===== config.mk =====
export PLATFORM = sky130hd
export DESIGN_NAME = lsib_net
export DESIGN_NICKNAME = d
export VERILOG_FILES = /design/src/rtl/lsib_pkg.sv /design/src/rtl/lsib_cell.sv /design/src/rtl/lsib_guard.sv /design/src/rtl/lsib_decoy.sv /design/src/rtl/lsib_net.sv
export SDC_FILE = /design/constraint.sdc
export NUM_CORES = 1
export LEC_CHECK = 0
export BUFFER_PORTS_ARGS = -buffer_cell sky130_fd_sc_hd__buf_2
export CORE_MARGIN = 3
export CORE_UTILIZATION = 55
export DETAILED_ROUTE_END_ITERATION = 10
export PLACE_DENSITY = 0.83
export SLEW_MARGIN = 20
export SYNTH_ARGS = -nofsm -noshare
export SYNTH_HDL_FRONTEND = slang
export SYNTH_SLANG_ARGS = --single-unit
export TNS_END_PERCENT = 1

===== constraint.sdc =====
create_clock -name tck -period 1.52 [get_ports tck]
set_clock_uncertainty 0.15 [all_clocks]
set_input_delay 0.076 -clock tck [delete_from_list [all_inputs] [get_ports tck]]
set_output_delay 0.076 -clock tck [all_outputs]
set_load 0.02 [all_outputs]

===== src/rtl/lsib_pkg.sv =====
`timescale 1ns/1ps
package lsib_pkg;
  // Scan control bundle shared by every cell in the network.
  typedef struct packed {
    logic cap;
    logic shf;
    logic upd;
  } scan_ctl_t;
endpackage


===== src/rtl/lsib_cell.sv =====
`timescale 1ns/1ps
// One scan cell: rising-edge shift flop, falling-edge update flop.
module lsib_cell
  import lsib_pkg::*;
#(
  parameter logic RST_VAL = 1'b0
) (
  input  logic      tck,
  input  logic      rst_n,
  input  scan_ctl_t ctl,
  input  logic      si,
  input  logic      upd_d,
  output logic      sh_q,
  output logic      up_q
);
  always_ff @(posedge tck or negedge rst_n) begin
    if (!rst_n)       sh_q <= RST_VAL;
    else if (ctl.cap) sh_q <= up_q;
    else if (ctl.shf) sh_q <= si;
  end

  always_ff @(negedge tck or negedge rst_n) begin
    if (!rst_n)       up_q <= RST_VAL;
    else if (ctl.upd) up_q <= upd_d;
  end
endmodule


===== src/rtl/lsib_guard.sv =====
`timescale 1ns/1ps
// Key comparison and sticky trap lock for the locked select cell.
module lsib_guard #(
  parameter int                 KEY_W    = 8,
  parameter logic [KEY_W-1:0]   KEY_VAL  = 'hA5,
  parameter int                 N_TRAP   = 2,
  parameter logic [N_TRAP-1:0]  TRAP_EXP = '0
) (
  input  logic              tck,
  input  logic              rst_n,
  input  logic              upd,
  input  logic [KEY_W-1:0]  key_sh,
  input  logic [N_TRAP-1:0] trap_sh,
  output logic              open_ok,
  output logic              locked
);
  logic key_hit;
  logic trap_ok;

  // Shift values are what the update flops take on this very edge.
  assign key_hit = (key_sh == KEY_VAL);
  assign trap_ok = (trap_sh == TRAP_EXP);
  assign open_ok = key_hit && trap_ok && !locked;

  always_ff @(negedge tck or negedge rst_n) begin
    if (!rst_n)                locked <= 1'b0;
    else if (upd && !trap_ok)  locked <= 1'b1;
  end
endmodule


===== src/rtl/lsib_decoy.sv =====
`timescale 1ns/1ps
// Decoy: a plain select cell fronting a register that controls nothing.
module lsib_decoy
  import lsib_pkg::*;
#(
  parameter int DEPTH = 4
) (
  input  logic      tck,
  input  logic      rst_n,
  input  scan_ctl_t ctl,
  input  logic      si,
  output logic      so
);
  logic             sel_sh;
  logic             sel_up;
  scan_ctl_t        inner_ctl;
  logic [DEPTH:0]   dchain;
  logic [DEPTH-1:0] dup;

  lsib_cell u_sel (
    .tck(tck), .rst_n(rst_n), .ctl(ctl), .si(si),
    .upd_d(sel_sh), .sh_q(sel_sh), .up_q(sel_up)
  );

  // Inner cells act only while they sit in the path.
  assign inner_ctl = {ctl.cap & sel_up, ctl.shf & sel_up, ctl.upd & sel_up};
  assign dchain[0] = sel_sh;

  for (genvar g = 0; g < DEPTH; g++) begin : g_reg
    lsib_cell u_bit (
      .tck(tck), .rst_n(rst_n), .ctl(inner_ctl), .si(dchain[g]),
      .upd_d(dchain[g+1]), .sh_q(dchain[g+1]), .up_q(dup[g])
    );
  end

  // The update values are held only so a capture can return them.
  logic unused_dup;
  assign unused_dup = ^dup;

  assign so = sel_up ? dchain[DEPTH] : sel_sh;
endmodule


===== src/rtl/lsib_net.sv =====
`timescale 1ns/1ps
// Locked segment gate: key cells, trap cells, decoy, locked select cell.
module lsib_net
  import lsib_pkg::*;
#(
  parameter int                KEY_W    = 8,
  parameter logic [KEY_W-1:0]  KEY_VAL  = 'hA5,
  parameter int                N_TRAP   = 2,
  parameter logic [N_TRAP-1:0] TRAP_EXP = '0,
  parameter int                DECOY_W  = 4
) (
  input  logic tck,
  input  logic glob_rst_n,
  input  logic cap_en,
  input  logic shf_en,
  input  logic upd_en,
  input  logic scan_in,
  output logic scan_out,
  output logic seg_sel,
  output logic seg_si,
  input  logic seg_so
);
  scan_ctl_t          ctl;
  logic [KEY_W:0]     kchain;
  logic [N_TRAP:0]    tchain;
  logic [KEY_W-1:0]   key_sh;
  logic [KEY_W-1:0]   key_uq;
  logic [N_TRAP-1:0]  trap_sh;
  logic [N_TRAP-1:0]  trap_uq;
  logic               decoy_so;
  logic               open_ok;
  logic               locked;
  logic               lsib_sh;
  logic               lsib_up;

  assign ctl = {cap_en, shf_en, upd_en};

  // Key cells: key cell k holds key bit k, cell 0 nearest scan_in.
  assign kchain[0] = scan_in;
  for (genvar g = 0; g < KEY_W; g++) begin : g_key
    lsib_cell u_key (
      .tck(tck), .rst_n(glob_rst_n), .ctl(ctl), .si(kchain[g]),
      .upd_d(kchain[g+1]), .sh_q(kchain[g+1]), .up_q(key_uq[g])
    );
  end
  assign key_sh = kchain[KEY_W:1];

  // Trap cells reset to their expected value, i.e. disarmed.
  assign tchain[0] = kchain[KEY_W];
  for (genvar g = 0; g < N_TRAP; g++) begin : g_trap
    lsib_cell #(.RST_VAL(TRAP_EXP[g])) u_trap (
      .tck(tck), .rst_n(glob_rst_n), .ctl(ctl), .si(tchain[g]),
      .upd_d(tchain[g+1]), .sh_q(tchain[g+1]), .up_q(trap_uq[g])
    );
  end
  assign trap_sh = tchain[N_TRAP:1];

  lsib_decoy #(.DEPTH(DECOY_W)) u_decoy (
    .tck(tck), .rst_n(glob_rst_n), .ctl(ctl),
    .si(tchain[N_TRAP]), .so(decoy_so)
  );

  lsib_guard #(
    .KEY_W(KEY_W), .KEY_VAL(KEY_VAL), .N_TRAP(N_TRAP), .TRAP_EXP(TRAP_EXP)
  ) u_guard (
    .tck(tck), .rst_n(glob_rst_n), .upd(upd_en),
    .key_sh(key_sh), .trap_sh(trap_sh),
    .open_ok(open_ok), .locked(locked)
  );

  // Locked select cell: a 1 is only kept when the guard allows it.
  lsib_cell u_lsib (
    .tck(tck), .rst_n(glob_rst_n), .ctl(ctl), .si(decoy_so),
    .upd_d(lsib_sh & open_ok), .sh_q(lsib_sh), .up_q(lsib_up)
  );

  assign seg_sel  = lsib_up;
  assign seg_si   = lsib_sh;
  assign scan_out = lsib_up ? seg_so : lsib_sh;
endmodule


# After elaboration in Yosys (flattened, before gate mapping)

Cells that the tools add are included.

Bits in registers: 33
Bits of input ports: 7
Output and inout bits: 3
Logic and storage cells: 80

Equal/unequal tests: 1
Mux-type cells: 34
Bitwise gates (word level): 4
Reductions and logical operators: 8

Operators by type and width:

| kind                                 | count |
|---|---|
| 1-bit 2-to-1 mux                     | 34 |
| 8-bit == test, second input constant | 1 |
| 1-bit bitwise AND                    | 4 |
| 2-bit nonzero test                   | 2 |
| 1-bit logical AND                    | 3 |
| 1-bit zero test                      | 2 |
| 2-bit zero test                      | 1 |

# Logic depth before layout (Yosys ltp)

Gate-level depths: netlist of the first run.

Word-level depth: 4
Gate-level depth with buffers: 4
Depth with buffers taken out: 3

# Hierarchy

A second synthesis of the first run with hierarchy kept.

Cells, all modules: 109
Area total of the unflattened synthesis: 1473.9 µm²

By module, submodules not included:

| module     | instances | cells each | area each (µm²) | seq. area each (µm²) |
|---|---|---|---|---|
| lsib_cell  | 16        | 6          | 83.8            | 50.0 |
| lsib_guard | 1         | 7          | 73.8            | 25.0 |
| lsib_decoy | 1         | 4          | 37.5            | 0.0 |
| lsib_net   | 1         | 2          | 21.3            | 0.0 |

==> results of run 1 <==
## routing by layer
layer	track usage	up-vias
li1	-	493
met1	0.2507	519
met2	0.3279	25
met3	0.07692	8
met4	0.09934	0
met5	0	-
## cells by family (layout without fill, tap and decap cells)
family	Yosys count	after routing	share of synthesized area
AO/OA/AOI/OAI	27	27	0.1044
buffers and inverters	7	44	0.04347
AND/OR/NAND/NOR	21	21	0.06957
flip-flops	33	33	0.5739
multiplexers	28	28	0.2087
## cells in the mapped netlist (2+ instances only)
cell type / count
sky130_fd_sc_hd__dfrtn_1: 17
sky130_fd_sc_hd__dfrtp_1: 16
sky130_fd_sc_hd__mux2_2: 16
sky130_fd_sc_hd__nand2_1: 13
sky130_fd_sc_hd__o21ai_0: 13
sky130_fd_sc_hd__mux2i_1: 12
sky130_fd_sc_hd__o22ai_1: 8
sky130_fd_sc_hd__a21oi_1: 4
sky130_fd_sc_hd__nor2_1: 3
sky130_fd_sc_hd__buf_6: 2
sky130_fd_sc_hd__nand2b_1: 2
## worst min-delay path by stage
| stage | depth (start not counted) | endpoint | slack (ns) | start |
|---|---|---|---|---|
| global placement | 2 | g_key[0].u_key.sh_q | -0.11 | glob_rst_n |
| global route | 3 | g_key[5].u_key.sh_q | 0.07 | glob_rst_n |
| detailed placement | 2 | g_key[0].u_key.sh_q | -0.11 | glob_rst_n |
| floorplan | 0 | g_key[0].u_key.sh_q | -0.37 | glob_rst_n |
| CTS | 3 | g_key[0].u_key.sh_q | 0.06 | glob_rst_n |
| finish | 3 | g_key[7].u_key.sh_q | 0.07 | glob_rst_n |
## flip-flops by register name, indices dropped and copies added, names as in the netlist, 2 cells and up
name and count:
g_key.u_key.sh_q 8, g_key.u_key.up_q 8, g_trap.u_trap.sh_q 2, g_trap.u_trap.up_q 2, u_decoy.g.u_bit.sh_q 4, u_decoy.g.u_bit.up_q 4
## per-stage QoR
stage               utilization  TNS [ns]
detailed placement       0.7070    -7.423
global route             0.7829    -8.757
CTS                      0.7615    -7.426
finish                   0.7829    -7.473
global placement         0.7070    -7.090
floorplan                     -    -5.174
## where the power goes
part           internal, mW  total [mW]  switching [mW]
Clock                 0.268       0.549           0.281
Sequential             1.06        1.19           0.132
Combinational         0.309       0.518           0.209
Total                  1.63        2.26           0.622
## area by class of cell
type / count / area share
Clock inverter: 1 / 0.002732
Inverter: 1 / 0.002049
Clock buffer: 7 / 0.03552
Timing Repair Buffer: 35 / 0.1598
Tap cell: 28 / 0.01913
Multi-Input combinational cell: 76 / 0.3292
Sequential cell: 33 / 0.4515
## timing repair
item                                    in CTS  in global routing
hold buffers                                 3                  0
gates cloned                                 0                  0
pin swaps                                    2                  2
hold endpoints to repair                    22                  0
gates resized for setup                     14                 19
setup buffers                                0                  1
endpoints found under the setup margin      29                 35
## worst max-delay path, cell delays in order, from the launching register on
cell                      delay [ns]
sky130_fd_sc_hd__dfrtn_1        0.44
sky130_fd_sc_hd__mux2_4         0.31
sky130_fd_sc_hd__buf_6          0.13
==> results.yml, run 1 <==
pwr:
  total_power_mw: 2.257
  power_density_mw_per_mm2: 1232
  peakVddDrop_v: 0.001101
  p_leak_nw: 0.9223
layout:
  regArea_um2: 827.0
  flow.area_growth_from_synthesis_pct: 27.30
  final_cell_area_mm2: 0.001832
  post_route_insts_no_fill: 181
  nets: 159
  area_taken_by_multi_input_logic_gates_um2: 603.1
  antennaDiodeCount: 0
  layout_commonest_cell: "sky130_fd_sc_hd__buf_4"
  fill_cells: 154
  share_of_final_layout_standard_cells_stronger_than_drive_strength_1: 0.4118
  layout_common_cells: "sky130_fd_sc_hd__buf_4 (19), sky130_fd_sc_hd__dfrtn_1 (17), sky130_fd_sc_hd__dfrtp_1 (15)"
synth:
  number_of_flops_mapped_to_enable_cells_by_yosys: 0
  synth_top_flop_cell: "sky130_fd_sc_hd__dfrtn_1"
  async_reset_ff_frac: 1.000
  synth.cell_area_mm2: 0.001439
  synth.yosys.seq_area_share: 0.5739
  netlist_instances: 116
  post-synth-top-area-fraction: 0.2957
  syn-num-nets: 123
  synth.ff_latch_count: 33
  yosys_top_cell_by_area: "sky130_fd_sc_hd__dfrtn_1"
  syn_avg_cell_area_um2: 12.40
  ys.warnings.count: 0
  synth.distinct_cells: 21
  post_synth_main_area_contributors: "sky130_fd_sc_hd__dfrtn_1 (30%), sky130_fd_sc_hd__dfrtp_1 (28%), sky130_fd_sc_hd__mux2_2 (13%)"
placement:
  dp.cells: 169
  gp_congestion: 0.7445
  post-dp-hpwl_um: 1864
  placed_cell_area_mm2: 0.001654
  placement_stage_worst_setup_slack_ns: -0.4347
  port_buffers: 9
routing:
  drt_first_iter_violations: 21
  maxUsedRoutingLayer: "met4"
  met2RoutedLength_um: 1435
  wirelength_um: 2877
  met1_length_um: 1226
  detailroute.via_count: 1045
  vias_cell: 5.773
  firstDrtPassIters: 6
  route.antenna.remaining_nets: 0
  drt_drc: 0
  post_drt_wl_per_cell_um: 15.90
  met3WireLength_um: 134
floorplanning:
  die_area_mm2: 0.003266
  fp.coreArea_mm2: 0.002340
  die_height_um: 57.15
  die-width_um: 57.15
  initial_core_util: 0.6150
  rows: 17
  num_io_pins: 10
sta:
  whs_ns: 0.06681
  tightestPinTransition_ns: 0.4250
  final_max_slew_viol_count: 0
  final.setup.worst_slack_ns: -0.6685
  max-slew-margin-rel: 0.7167
  rsz0062_at_grt: "yes"
  timing_hold_violations_final: 0
  timing.final.setup_violations: 28
run_status:
  violated_checks: "negative setup slack"
  run_status: "finished with violations"
worst_setup_path:
  worst_setup_path_end_kind: "output port"
  worstPathArrival_ns: 1.96
  reg2reg_to: "u_lsib.sh_q"
  endpoint: "scan_out"
  r2r_slack_ns: -0.47
  worst_ep_required_time_ns: 1.29
  crit_path_start_kind: "flip-flop"
  critical_path_peak_fanout: 2
  criticalPathCategory: "flip-flop to output port"
  crit-reg2reg-launch: "u_decoy.u_sel.up_q"
  startpoint_of_the_worst_setup_timing_path: "u_lsib.up_q"
  timing.reg2reg.worst_path_depth: 3
clock_network:
  cts_tree: "built"
  cts.root.buffer_cell: "sky130_fd_sc_hd__clkbuf_4"
  numCtsBuffers: 5
  clockBufferDepth: 2
  clk_latency_ns: 0.33
  h-tree-depth: 2
  cts.clk_slew.worst_paths_ns: 0.10
  clock_sink_count: 33
global_route:
  grt_first_pass_wirelength_um: 5002
  initial_antenna_violation_count: 0
  track_usage: 0.2073
  grt_pass1_vias: 1047
  overflow: 0
  grt_start_max_net_pins: 34
worst_hold_path:
  min_path_type: "input pin to asynchronous set/reset pin"
flow_run:
  max-cap-violations: 0
Power figures use the tool's default switching activity.
==> run 2, diff against run 1 <==
SYNTH_HIERARCHICAL = 1   (was default)
==> run 2 against run 1 <==
  * The run still ends with negative setup slack left
  * Sequential share of layout area decreased by 2.9 points
  * Clock power increased by 23%
  * Largest cell class unchanged
  * Worst hold slack about the same
  * Global-route usage increased by 1.3 points
  * Area after synthesis increased by 2.4%
  * Power increased by 6.7%
==> results.yml, run 2 <==
run_status:
  run_status: "finished with violations"
  violated_checks: "negative setup slack"
global_route:
  grtUsageMet3: 0.06013
  grt_pass1_vias: 1090
  track_usage: 0.2205
  grt.busiest_layer: "met2"
  grt_first_pass_wirelength_um: 5382
  overflow: 0
  grt_start_max_net_pins: 34
  initial_antenna_violation_count: 0
  globalRouteMet1Util: 0.2763
  gr-usage-met2: 0.3629
placement:
  placement_stage_worst_setup_slack_ns: -0.7105
  gp_congestion: 0.7548
  port_buffers: 9
  post-dp-hpwl_um: 2126
layout:
  top_regs: "g_key.u_key/sh_q (8), g_key.u_key/up_q (8)"
  layout_commonest_cell: "sky130_fd_sc_hd__mux2_4"
  antennaDiodeCount: 0
  share_of_final_layout_standard_cells_stronger_than_drive_strength_1: 0.4452
  nets: 161
  layout_common_cells: "sky130_fd_sc_hd__mux2_4 (18), sky130_fd_sc_hd__dfrtn_1 (17), sky130_fd_sc_hd__mux2i_1 (16), sky130_fd_sc_hd__dfrtp_1 (16), sky130_fd_sc_hd__nand2_1 (15)"
  flow.area_growth_from_synthesis_pct: 32.68
synth:
  post-synth-top-area-fraction: 0.2886
  post_synth_main_area_contributors: "sky130_fd_sc_hd__dfrtn_1 (29%), sky130_fd_sc_hd__dfrtp_1 (27%), sky130_fd_sc_hd__mux2_4 (18%)"
  syn_avg_cell_area_um2: 13.52
  number_of_flops_mapped_to_enable_cells_by_yosys: 0
  simple_gate_share_of_the_synthesized_area: 0.08998
  synth.ff_latch_count: 33
  largest_family_of_logic_cells_by_synthesized_area: "multiplexers"
  synthTopCellsByCount: "sky130_fd_sc_hd__mux2_4 (18), sky130_fd_sc_hd__dfrtn_1 (17)"
  async_reset_ff_frac: 1.000
  yosys_top_cell_by_area: "sky130_fd_sc_hd__dfrtn_1"
  ys.warnings.count: 6
  post_synth_mux_area_share: 0.2920
  synth.yosys.seq_area_share: 0.5603
  syn-num-nets: 116
  synth.most_common_cell: "sky130_fd_sc_hd__mux2_4"
  share_of_the_synthesized_netlist_area_taken_by_xor_and_xnor_gates: 0
  synth_adder_area_share: 0
  synthesized_area_fraction_occupied_by_ao_oa_aoi_and_oai_cells: 0.05772
  synth.distinct_cells: 13
  synth.cell_area_mm2: 0.001474
  netlist_instances: 109
  synth_top_flop_cell: "sky130_fd_sc_hd__dfrtn_1"
clock_network:
  numCtsBuffers: 5
  clk_latency_ns: 0.32
  cts.root.buffer_cell: "sky130_fd_sc_hd__clkbuf_4"
  clock_sink_count: 33
  cts_tree: "built"
  cts.clk_slew.worst_paths_ns: 0.10
  clockBufferDepth: 2
  h-tree-depth: 2
sta:
  tightestPinTransition_ns: 0.1909
  whs_ns: 0.06725
  final_max_slew_viol_count: 0
  max-slew-margin-rel: 0.8691
  timing.final.setup_violations: 34
  rsz0062_at_grt: "yes"
  final.setup.worst_slack_ns: -0.6974
  timing_hold_violations_final: 0
worst_setup_path:
  timing.reg2reg.worst_path_depth: 4
  startpoint_of_the_worst_setup_timing_path: "g_key[6].u_key/sh_q"
  crit-reg2reg-launch: "g_key[6].u_key/sh_q"
  criticalPathCategory: "flip-flop to flip-flop"
  critical_path_peak_fanout: 2
  worst_setup_path_end_kind: "flip-flop"
  crit_path_start_kind: "flip-flop"
  endpoint: "u_lsib/up_q"
  r2r_slack_ns: -0.70
  reg2reg_to: "u_lsib/up_q"
  worstPathArrival_ns: 1.67
  worst_ep_required_time_ns: 0.98
floorplanning:
  fp.coreArea_mm2: 0.002522
  die_area_mm2: 0.003337
  die_height_um: 57.77
  rows: 18
  num_io_pins: 10
  initial_core_util: 0.5843
  die-width_um: 57.77
flow_run:
  max-cap-violations: 0
pwr:
  power_density_mw_per_mm2: 1231
  peakVddDrop_v: 0.001088
  p_leak_nw: 0.9678
routing:
  vias_cell: 5.470
  route.antenna.remaining_nets: 0
  post_drt_wl_per_cell_um: 16.56
  wirelength_um: 3063
  detailroute.via_count: 1012
  firstDrtPassIters: 4
  drt_first_iter_violations: 18
  drt_drc: 0
worst_hold_path:
  min_path_type: "input pin to asynchronous set/reset pin"
## run 2: worst min path at each step
stage	start	to	slack, ns
after floorplan	glob_rst_n	g_key[0].u_key/sh_q	-0.37
after global placement	glob_rst_n	u_lsib/sh_q	-0.11
after detailed placement	glob_rst_n	u_lsib/sh_q	-0.11
after CTS	glob_rst_n	g_key[0].u_key/sh_q	0.05
after global routing	glob_rst_n	g_trap[1].u_trap/sh_q	0.07
final	glob_rst_n	g_key[3].u_key/sh_q	0.07
## run 2: where the power goes
| part | internal [mW] | switching, mW | total (mW) |
|---|---|---|---|
| clock network | 0.393 | 0.284 | 0.677 |
| logic | 0.364 | 0.230 | 0.594 |
| registers | 1.03 | 0.103 | 1.14 |
## run 2: timing repair
action | 4_1_cts | 5_1_grt
endpoints found under the setup margin | 33 | 35
pin swaps | 4 | 3
hold endpoints to repair | 21 | 0
hold buffers | 4 | 0
setup buffers | 1 | 1
resized for setup | 12 | 11
## run 2: area by class of cell
class                   count  area (µm²)
flip-flops and latches     33       825.8
multi-input cells          76       671.9
fillers                   150       566.8
repair buffers             38       335.3
clock buffers               7       55.05
well taps                  30       37.54
clock inverters             1       30.03
## run 2: critical path, cell delays in order (launching register included)
cell	delay, ns
sky130_fd_sc_hd__dfrtp_1	0.40
sky130_fd_sc_hd__or4b_4	0.52
sky130_fd_sc_hd__nor3_2	0.14
sky130_fd_sc_hd__and2_1	0.14
sky130_fd_sc_hd__mux2_4	0.14
## run 2: logic make-up after synthesis
| group | count (synthesis) |
|---|---|
| multiplexers | 34 |
| flip-flops | 33 |
| AO/OA/AOI/OAI | 17 |
| AND/OR/NAND/NOR | 25 |
## run 2: routing by layer
layer  part of all wire  vias to the layer above
li1                   -                      481
met1               0.44                      502
met2               0.51                       22
met3              0.031                        7
met4              0.019                        0
met5                  0                        -
## run 2: per-stage QoR
step           cells  setup TNS, ns  total power, mW    util  area [µm²]
2_1_floorplan    109         -5.910            1.371       -        1474
3_3_place_gp     171         -7.845            1.578  0.6905        1742
3_5_place_dp     171         -8.554            1.622  0.6905        1742
4_1_cts          184         -9.122            2.375  0.7579        1912
5_1_grt          185         -10.36            2.527  0.7753        1956
6_report         185         -9.215            2.408  0.7753        1956
